**src/rtl/vga_map_pkg.sv**
```systemverilog
package vga_map_pkg;
  typedef enum logic [1:0] {
    WIN_SEG_A   = 2'd0,
    WIN_SEG_BLO = 2'd1,
    WIN_SEG_BHI = 2'd2,
    WIN_NONE    = 2'd3
  } win_sel_e;

  localparam int unsigned HOST_AW   = 32;
  localparam int unsigned FB_AW     = 16;
  localparam int unsigned PLANES    = 4;
  localparam int unsigned MAX_LANES = 4;
endpackage

```
**src/rtl/vga_byte_splitter.sv**
```systemverilog
module vga_byte_splitter #(
  parameter int unsigned AW    = 32,
  parameter int unsigned LANES = 4,
  localparam int unsigned IW   = (LANES > 1) ? $clog2(LANES) : 1
) (
  input  logic          clk_i,
  input  logic          rst_ni,
  input  logic          req_valid_i,
  output logic          req_ready_o,
  input  logic [AW-1:0] req_addr_i,
  input  logic [1:0]    req_size_i,
  input  logic [LANES-1:0] req_be_i,
  output logic          beat_valid_o,
  input  logic          beat_ready_i,
  output logic [AW-1:0] beat_addr_o
);
  logic [LANES-1:0] done_q, done_d, lane_mask, remain, cur_oh;
  logic [IW-1:0]    cur_idx;
  logic             multi;

  always_comb begin
    for (int k = 0; k < int'(LANES); k++)
      lane_mask[k] = req_be_i[k] && (k < (1 << int'(req_size_i)));
  end

  assign remain = lane_mask & ~done_q;
  assign multi  = |(remain & (remain - LANES'(1)));

  always_comb begin
    cur_idx = '0;
    for (int k = int'(LANES) - 1; k >= 0; k--)
      if (remain[k]) cur_idx = IW'(k);
  end

  assign cur_oh       = LANES'(1) << cur_idx;
  assign beat_valid_o = req_valid_i && (|remain);
  assign req_ready_o  = req_valid_i && ((remain == '0) || (!multi && beat_ready_i));
  assign beat_addr_o  = req_addr_i + AW'(cur_idx);

  always_comb begin
    done_d = done_q;
    if (req_valid_i && req_ready_o)        done_d = '0;
    else if (beat_valid_o && beat_ready_i) done_d = done_q | cur_oh;
  end

  always_ff @(posedge clk_i or negedge rst_ni) begin
    if (!rst_ni) done_q <= '0;
    else         done_q <= done_d;
  end

  assert_no_beat_idle_R12: assert property (@(posedge clk_i) disable iff (!rst_ni)
    beat_valid_o |-> req_valid_i);

  assert_release_last_R11: assert property (@(posedge clk_i) disable iff (!rst_ni)
    (req_valid_i && req_ready_o && beat_valid_o) |-> beat_ready_i);

  assert_one_lane_per_beat_R9: assert property (@(posedge clk_i) disable iff (!rst_ni)
    (beat_valid_o && beat_ready_i && !req_ready_o) |=>
      ($countones(done_q) == $countones($past(done_q)) + 1));
endmodule

```
**src/rtl/vga_window_decode.sv**
```systemverilog
module vga_window_decode
  import vga_map_pkg::*;
#(
  parameter int unsigned AW = 32
) (
  input  logic          clk_i,
  input  logic          rst_ni,
  input  logic          valid_i,
  input  logic [1:0]    win_sel_i,
  input  logic [AW-1:0] addr_i,
  output logic          hit_o
);
  localparam int unsigned SW = AW - 16;
  localparam logic [SW-1:0] SEG_A = SW'(16'h000A);
  localparam logic [SW-1:0] SEG_B = SW'(16'h000B);

  logic [SW-1:0] seg;
  logic          upper_half;

  assign seg        = addr_i[AW-1:16];
  assign upper_half = addr_i[15];

  always_comb begin
    unique case (win_sel_e'(win_sel_i))
      WIN_SEG_A:   hit_o = (seg == SEG_A);
      WIN_SEG_BLO: hit_o = (seg == SEG_B) && !upper_half;
      WIN_SEG_BHI: hit_o = (seg == SEG_B) && upper_half;
      default:     hit_o = 1'b0;
    endcase
  end

  assert_hit_in_low_mb_R1: assert property (@(posedge clk_i) disable iff (!rst_ni)
    (valid_i && hit_o) |-> (addr_i[AW-1:20] == '0 && win_sel_i != 2'd3));
endmodule

```
**src/rtl/vga_plane_steer.sv**
```systemverilog
module vga_plane_steer #(
  parameter int unsigned FAW    = 16,
  parameter int unsigned PLANES = 4,
  localparam int unsigned PW    = $clog2(PLANES)
) (
  input  logic              clk_i,
  input  logic              rst_ni,
  input  logic              valid_i,
  input  logic              hit_i,
  input  logic [FAW-1:0]    addr_i,
  input  logic              chain4_i,
  input  logic              odd_even_i,
  input  logic              page_bit_i,
  input  logic [PLANES-1:0] map_mask_i,
  output logic [FAW-1:0]    fb_addr_o,
  output logic [PLANES-1:0] plane_en_o
);
  logic [PLANES-1:0] c4_sel, oe_sel, raw_en;

  for (genvar p = 0; p < int'(PLANES); p++) begin : g_plane
    localparam logic [PW-1:0] PIDX = PW'(p);
    assign c4_sel[p] = (addr_i[PW-1:0] == PIDX);
    assign oe_sel[p] = (addr_i[0] == PIDX[0]);
  end

  always_comb begin
    if (chain4_i) begin
      raw_en    = c4_sel;
      fb_addr_o = {addr_i[FAW-1:PW], {PW{1'b0}}};
    end else if (odd_even_i) begin
      raw_en    = oe_sel;
      fb_addr_o = {addr_i[FAW-1:1], page_bit_i};
    end else begin
      raw_en    = '1;
      fb_addr_o = addr_i;
    end
    plane_en_o = hit_i ? (raw_en & map_mask_i) : '0;
  end

  assert_c4_single_R6: assert property (@(posedge clk_i) disable iff (!rst_ni)
    (valid_i && chain4_i) |-> ($onehot0(plane_en_o) && fb_addr_o[PW-1:0] == '0));

  assert_c4_wins_R8: assert property (@(posedge clk_i) disable iff (!rst_ni)
    (valid_i && chain4_i && odd_even_i) |-> (fb_addr_o[PW-1:0] == '0));

  assert_page_bit_R5: assert property (@(posedge clk_i) disable iff (!rst_ni)
    (valid_i && odd_even_i && !chain4_i) |-> (fb_addr_o[0] == page_bit_i));

  assert_mask_subset_R7: assert property (@(posedge clk_i) disable iff (!rst_ni)
    valid_i |-> ((plane_en_o & ~map_mask_i) == '0));

  assert_miss_quiet_R2: assert property (@(posedge clk_i) disable iff (!rst_ni)
    (valid_i && !hit_i) |-> (plane_en_o == '0));
endmodule

```
**src/rtl/vga_plane_mapper.sv**
```systemverilog
module vga_plane_mapper
  import vga_map_pkg::*;
(
  input  logic                 clk_i,
  input  logic                 rst_ni,
  input  logic [1:0]           win_sel_i,
  input  logic                 chain4_i,
  input  logic                 odd_even_i,
  input  logic                 page_bit_i,
  input  logic [PLANES-1:0]    map_mask_i,
  input  logic                 req_valid_i,
  output logic                 req_ready_o,
  input  logic [HOST_AW-1:0]   req_addr_i,
  input  logic [1:0]           req_size_i,
  input  logic [MAX_LANES-1:0] req_be_i,
  output logic                 out_valid_o,
  input  logic                 out_ready_i,
  output logic [FB_AW-1:0]     out_fb_addr_o,
  output logic [PLANES-1:0]    out_plane_en_o,
  output logic                 out_hit_o
);
  logic [HOST_AW-1:0] beat_addr;
  logic               beat_valid, hit;

  vga_byte_splitter #(.AW(HOST_AW), .LANES(MAX_LANES)) u_split (
    .clk_i, .rst_ni,
    .req_valid_i, .req_ready_o, .req_addr_i, .req_size_i, .req_be_i,
    .beat_valid_o(beat_valid), .beat_ready_i(out_ready_i), .beat_addr_o(beat_addr)
  );

  vga_window_decode #(.AW(HOST_AW)) u_win (
    .clk_i, .rst_ni, .valid_i(beat_valid), .win_sel_i, .addr_i(beat_addr), .hit_o(hit)
  );

  vga_plane_steer #(.FAW(FB_AW), .PLANES(PLANES)) u_steer (
    .clk_i, .rst_ni, .valid_i(beat_valid), .hit_i(hit), .addr_i(beat_addr[FB_AW-1:0]),
    .chain4_i, .odd_even_i, .page_bit_i, .map_mask_i,
    .fb_addr_o(out_fb_addr_o), .plane_en_o(out_plane_en_o)
  );

  assign out_valid_o = beat_valid;
  assign out_hit_o   = hit;

  assert_stall_holds_host_R11: assert property (@(posedge clk_i) disable iff (!rst_ni)
    (out_valid_o && !out_ready_i) |-> !req_ready_o);
endmodule

```
**config.mk**
```make
export PLATFORM = sky130hd
export DESIGN_NAME = vga_plane_mapper
export DESIGN_NICKNAME = d
export VERILOG_FILES = /design/src/rtl/vga_map_pkg.sv /design/src/rtl/vga_byte_splitter.sv /design/src/rtl/vga_window_decode.sv /design/src/rtl/vga_plane_steer.sv /design/src/rtl/vga_plane_mapper.sv
export SDC_FILE = /design/constraint.sdc
export NUM_CORES = 1
export LEC_CHECK = 0
export BUFFER_PORTS_ARGS = -buffer_cell sky130_fd_sc_hd__buf_2
export CAP_MARGIN = 20
export CORE_UTILIZATION = 43
export DETAILED_ROUTE_END_ITERATION = 16
export GPL_TIMING_DRIVEN = 0
export PLACE_DENSITY_LB_ADDON = 0.15
export SYNTH_ARGS = -nofsm -noshare
export SYNTH_HDL_FRONTEND = slang
export SYNTH_SLANG_ARGS = --single-unit
```
**constraint.sdc**
```tcl
create_clock -name clk_i -period 5.17 [get_ports clk_i]
set_input_delay 1.2925 -clock clk_i [delete_from_list [all_inputs] [get_ports clk_i]]
set_output_delay 1.2925 -clock clk_i [all_outputs]
set_load 0.005 [all_outputs]
```
After elaboration in Yosys (flattened, before gate mapping)
Index checks and enable logic that the tools add are counted.
{ "totals": {"n_memories": 0, "rom_bits": 0, "ramBits": 0, "ff_bits": 4, "latch_bits": 0} }
{ "op_classes": {"n_shift": 2, "eq_ne": 7, "n_reduce_logical": 20, "order_cmp": 4, "addsub": 2, "mul": 0, "div_mod_pow": 0, "n_bitwise": 6, "muxes": 12} }
{ "ops": {"columns": ["operator", "n"], "rows": [
  ["3-bit by 32-bit less-than comparator with 1-bit output, first input constant", 2],
  ["32-bit by 2-bit adder with 32-bit output", 1],
  ["16-bit by 4-bit equality test with 1-bit output, second input constant", 2],
  ["1-bit by 32-bit less-than comparator with 1-bit output, first input constant", 1],
  ["2-bit by 32-bit less-than comparator with 1-bit output, first input constant", 1],
  ["1-bit by 2-bit << shifter with 32-bit output, first input constant", 1],
  ["4-bit 2-to-1 mux", 5],
  ["4-bit AND", 3],
  ["1-bit logical AND", 11],
  ["2-bit 2-to-1 mux", 5],
  ["4-bit OR reduction", 2],
  ["2-bit equality test, second input constant", 3],
  ["2-bit by 1-bit equality test with 1-bit output, second input constant", 2],
  ["2-bit zero test", 2],
  ["4-bit zero test", 1],
  ["4-bit inverter", 1],
  ["4-bit OR", 1],
  ["1-bit by 2-bit << shifter with 4-bit output, first input constant", 1],
  ["4-bit by 1-bit subtractor with 4-bit output, second input constant", 1],
  ["1-bit case mux with 3 select lines", 1],
  ["1-bit zero test", 2],
  ["2-bit nonzero test", 1],
  ["1-bit logical OR", 1],
  ["1-bit 2-to-1 mux", 1],
  ["1-bit inverter", 1]
]} }

Depth between registers and ports, before layout
{ "depth": {"depth_word": 14, "mapped_depth": 10, "mapped_depth_nobuf": 10} }

By module
From an unflattened synthesis, not the netlist that was laid out.
{ "unflattened": {"cells_unflattened": 181, "hier_area_um2": 1368.8} }
{ "modules_own_cells": {"columns": ["module", "n_inst", "seq_area_each_um2", "area_per_inst_um2", "cells_each"], "rows": [
  ["vga_byte_splitter", 1, 100.1, 1037.2, 138],
  ["vga_plane_steer", 1, 0.0, 196.4, 29],
  ["vga_window_decode", 1, 0.0, 135.1, 14]
]} }

Least setup slack after synthesis
Ideal clock, no wire load.
{ "synth_timing": {"path_type": "input port to output port", "from": "input port req_be_i[3]", "to": "output port out_plane_en_o[1]", "t_arrival_ns": 3.141, "n_path_buf": 0, "slack_ns": 0.736, "path_stages": 10, "path_cell_list": "nor2b_1 -> nand3b_1 -> a21boi_0 -> ha_1 -> ha_1 -> a21oi_1 -> nor4_1 -> o21ai_1 -> nor4_4 -> and4b_1"} }
{ "synth_via": {"elab_chain_cells": 11, "elab_cells_between_ends": 18, "cone_classes": "add/sub: 1; eq/ne: 3; mux: 8; bitwise: 2; reduce/logical: 4"} }
{ "synth_rtl": {"columns": ["element", "line", "source"], "rows": [
  ["from (decl)", "vga_plane_mapper.sv:15", "input logic [MAX_LANES-1:0] req_be_i,"],
  ["1-bit logical AND *", "vga_byte_splitter.sv:23", "lane_mask[k] = req_be_i[k] && (k < (1 << int'(req_size_i)));"],
  ["4-bit AND *", "vga_byte_splitter.sv:26", "assign remain = lane_mask & ~done_q;"],
  ["2-bit 2-to-1 mux * (4 in a row)", "vga_byte_splitter.sv:32", "if (remain[k]) cur_idx = IW'(k);"],
  ["32-bit by 2-bit adder with 32-bit output *", "vga_byte_splitter.sv:38", "assign beat_addr_o = req_addr_i + AW'(cur_idx);"],
  ["16-bit by 4-bit equality test with 1-bit output (tied with other cells)", "vga_window_decode.sv:26, vga_window_decode.sv:27", null],
  ["1-bit logical AND (tied with other cells)", "vga_window_decode.sv:27", "WIN_SEG_BHI: hit_o = (seg == SEG_B) && upper_half;"],
  ["1-bit case mux with 3 select lines / 4-bit AND (equally long branches)", "vga_window_decode.sv:24, vga_plane_steer.sv:37", null],
  ["4-bit 2-to-1 mux *", "vga_plane_steer.sv:37", "plane_en_o = hit_i ? (raw_en & map_mask_i) : '0;"],
  ["to (decl)", "vga_plane_mapper.sv:19", "output logic [PLANES-1:0] out_plane_en_o,"]
]} }
Every way passes the cells marked *; elsewhere a longest branch is shown, timed or not.

Worst setup path in the final report
Same ends and word-level chain as after synthesis.

==> impl_metrics.ini <==
[timing]
tightest_slew_ns = 0.4654
fin_crit_ns = 4.954
fin_tns_setup_ns = 0
rsz0062_at_grt = false
hold_viol = 0
max_slew_margin_pct = 68.74
drv_slew = 0
finalCritPeriodShare_pct = 95.82
fmax_mhz = 201.9
clock_skew_ns = 0.004067
setup_viol = 0

[floorplan]
die_h_um = 53.49
rows = 18
die_w_um = 53.49
ios = 74
initial_core_util_pct = 45.60
core_sq_um = 2500
dieArea_sq_um = 2861

[detailed_routing]
drt_iter0_drc = 31
wl_per_cell_um = 13.05
wirelength_um = 3329
vias = 1441
drc_errors = 0
ant_nets = 0
via_per_inst = 5.651
dr.pass1.iters = 4

[worst_setup_path]
slowest_stage = mux2i_1
reg2reg_from = u_split.done_q[3]
startpoint_type = input pin
critPathKind = in -> out
cp_cell_sequence = buf_2 -> nor2b_1 -> nand3b_1 -> a21boi_0 -> ha_1 -> ha_1 -> a21o_2 -> nand3_1 -> xnor2_1 -> mux2i_1 -> and4b_1 -> buf_2
cp-end-kind = primary output
cp_top_family = simple AND/OR/NAND/NOR gates
cp.arrival_ns = 3.66
ff2ff_path_depth = 6
cp_max_fo = 7
required_ns = 3.88
reg2reg_to = u_split.done_q[0]
rrSetupSlack_ns = 3.55
max_stage_delay_ns = 0.43
cp_num_buf_inv = 2

[finish]
fin_util_pct = 62.61
top_register = u_split.done_q
register_area_sq_um = 100.1
multi_input_area_sq_um = 1021
final_common_cell = buf_2
drive_gt1_share_pct = 39.56
largest_register_ffs = 4
final_cell_mix = buf_2 (73), nor2_1 (14), xnor2_1 (13)
area_growth_pct = 37.32
final_nets = 283
fillCellCount = 225
insertedDiodeCount = 0
largestRegisters = u_split.done_q (4)
design_area_sq_um = 1565

[logic_synthesis]
syn_avg_cell_area_sq_um = 7.650
synth-compound-area-share_pct = 18.11
ys_types = 43
syn_inst = 149
yosysSeqAreaShare_pct = 8.782
muxShareOfSynthArea_pct = 2.634
synth_warnings = 0
synthFlopType = dfrtp_1
synth-edff-count = 0
synthArstFlopShare_pct = 100.0
synth_top_family_by_area = simple AND/OR/NAND/NOR gates
synth-adder-area-share_pct = 7.355
synth_simple_gate_area_share_pct = 46.10
synth_xor_area_share_pct = 15.37
syn-num-nets = 205
ys_seq_elements = 4
synth_area_sq_um = 1140

[placed_design]
gp_congestion = 0.8115
place_area_sq_um = 1543
dp_hpwl_um = 2743
io_buffer_count = 73

[cts]
insertion_delay_ns = 0.24
clock_sinks = 4
cts_inserted_buffers = 3
ctsResizeCount = 0
cts_tree = done
clk_path_buf_depth = 2
cts_post_setup_buffers_inserted = 0
hold_buffers = 0
cts-root-buf = clkbuf_4
path_clk_slew_ns = 0.03
htreeDepth = 1

[pwr]
p_leak_nw = 0.7810
p_total_mw = 0.1827
power_density_nw_per_um2 = 116.7
peakVddDrop_mv = 0.1792

[global_route]
grt_pass1_vias = 1137
grt-ovfl-total = 0
grt_pass1_wl_um = 4795
antenna_found_initial = 0
grt.total_usage_pct = 22.46
grt_max_degree = 9

[status]
status = finished clean

[min_path]
whs_path_depth = 2
hold_path.class = reg -> reg
whs_endpoint = u_split.done_q[1]
min_from = u_split.done_q[1]

[flow_run]
max-cap-violations = 0
cell usage after synthesis, types with 4 or more instances:
cell	count	share of area (%)
nor2b_1	8	4.4
inv_1	5	1.6
dfrtp_1	4	8.8
xnor2_1	13	10
nand3_1	10	4.4
nor2_1	14	4.6
nand4_1	5	2.7
a31oi_1	4	2.2
ha_1	5	5.5
xor2_1	7	5.4
a21oi_1	6	2.6
nand2_1	11	3.6
nand2b_1	4	2.2
and3_1	6	3.3
per-stage QoR:
stage	setup slack (ns)	instances	hold WS, ns
2_1_floorplan	0.7362	149	0.4540
3_3_place_gp	0.3479	252	0.4719
3_5_place_dp	0.2362	252	0.4926
4_1_cts	0.2321	255	0.5011
5_1_grt	0.01731	255	0.5109
6_report	0.2162	255	0.4900
cell families after synthesis:
logic type               count (synthesis)
AO/OA/AOI/OAI                           28
XOR/XNOR                                20
adder cells (fa/ha/maj)                  7
buffers and inverters                    5
flip-flops                               4
multiplexers                             3
AND/OR/NAND/NOR                         82
worst reg2reg max path: stages (launching register included):
cell and delay (ns):
dfrtp_1 0.37, nor2b_1 0.22, o21ai_0 0.15, maj3_1 0.37
a31oi_1 0.19, nor2b_1 0.12, nor2_1 0.12
report_power, final:
group	switching (mW)	internal, mW
Combinational	0.0574	0.0493
Sequential	0.00175	0.0344
Clock	0.0138	0.0260
Total	0.0730	0.110
routing by layer:
layer  track usage (%)  vias up  wire length, um
met1             26.42      655             1437
met4             6.140        0               23
met5                 0        -                0
li1                  -      723                -
met3             5.172        4              226
met2             39.79       59             1641
final cells by class:
class | instances | area share (%)
clock buffers | 3 | 1.439
inverters | 5 | 1.199
multi-input cells | 140 | 65.23
flip-flops and latches | 4 | 6.395
well taps | 30 | 2.398
repair buffers | 73 | 23.34
worst max path at each step:
stage	slack, ns	cells past startpoint	startpoint	endpoint
CTS	0.23	12	req_be_i[3]	out_plane_en_o[1]
detailed placement	0.24	11	req_size_i[1]	out_plane_en_o[1]
global placement	0.35	12	req_be_i[3]	out_plane_en_o[1]
global route	0.02	12	req_be_i[3]	out_plane_en_o[3]
floorplan	0.74	10	req_be_i[3]	out_plane_en_o[1]
finish	0.22	12	req_be_i[3]	out_plane_en_o[1]
Power figures use the tool's default switching activity.
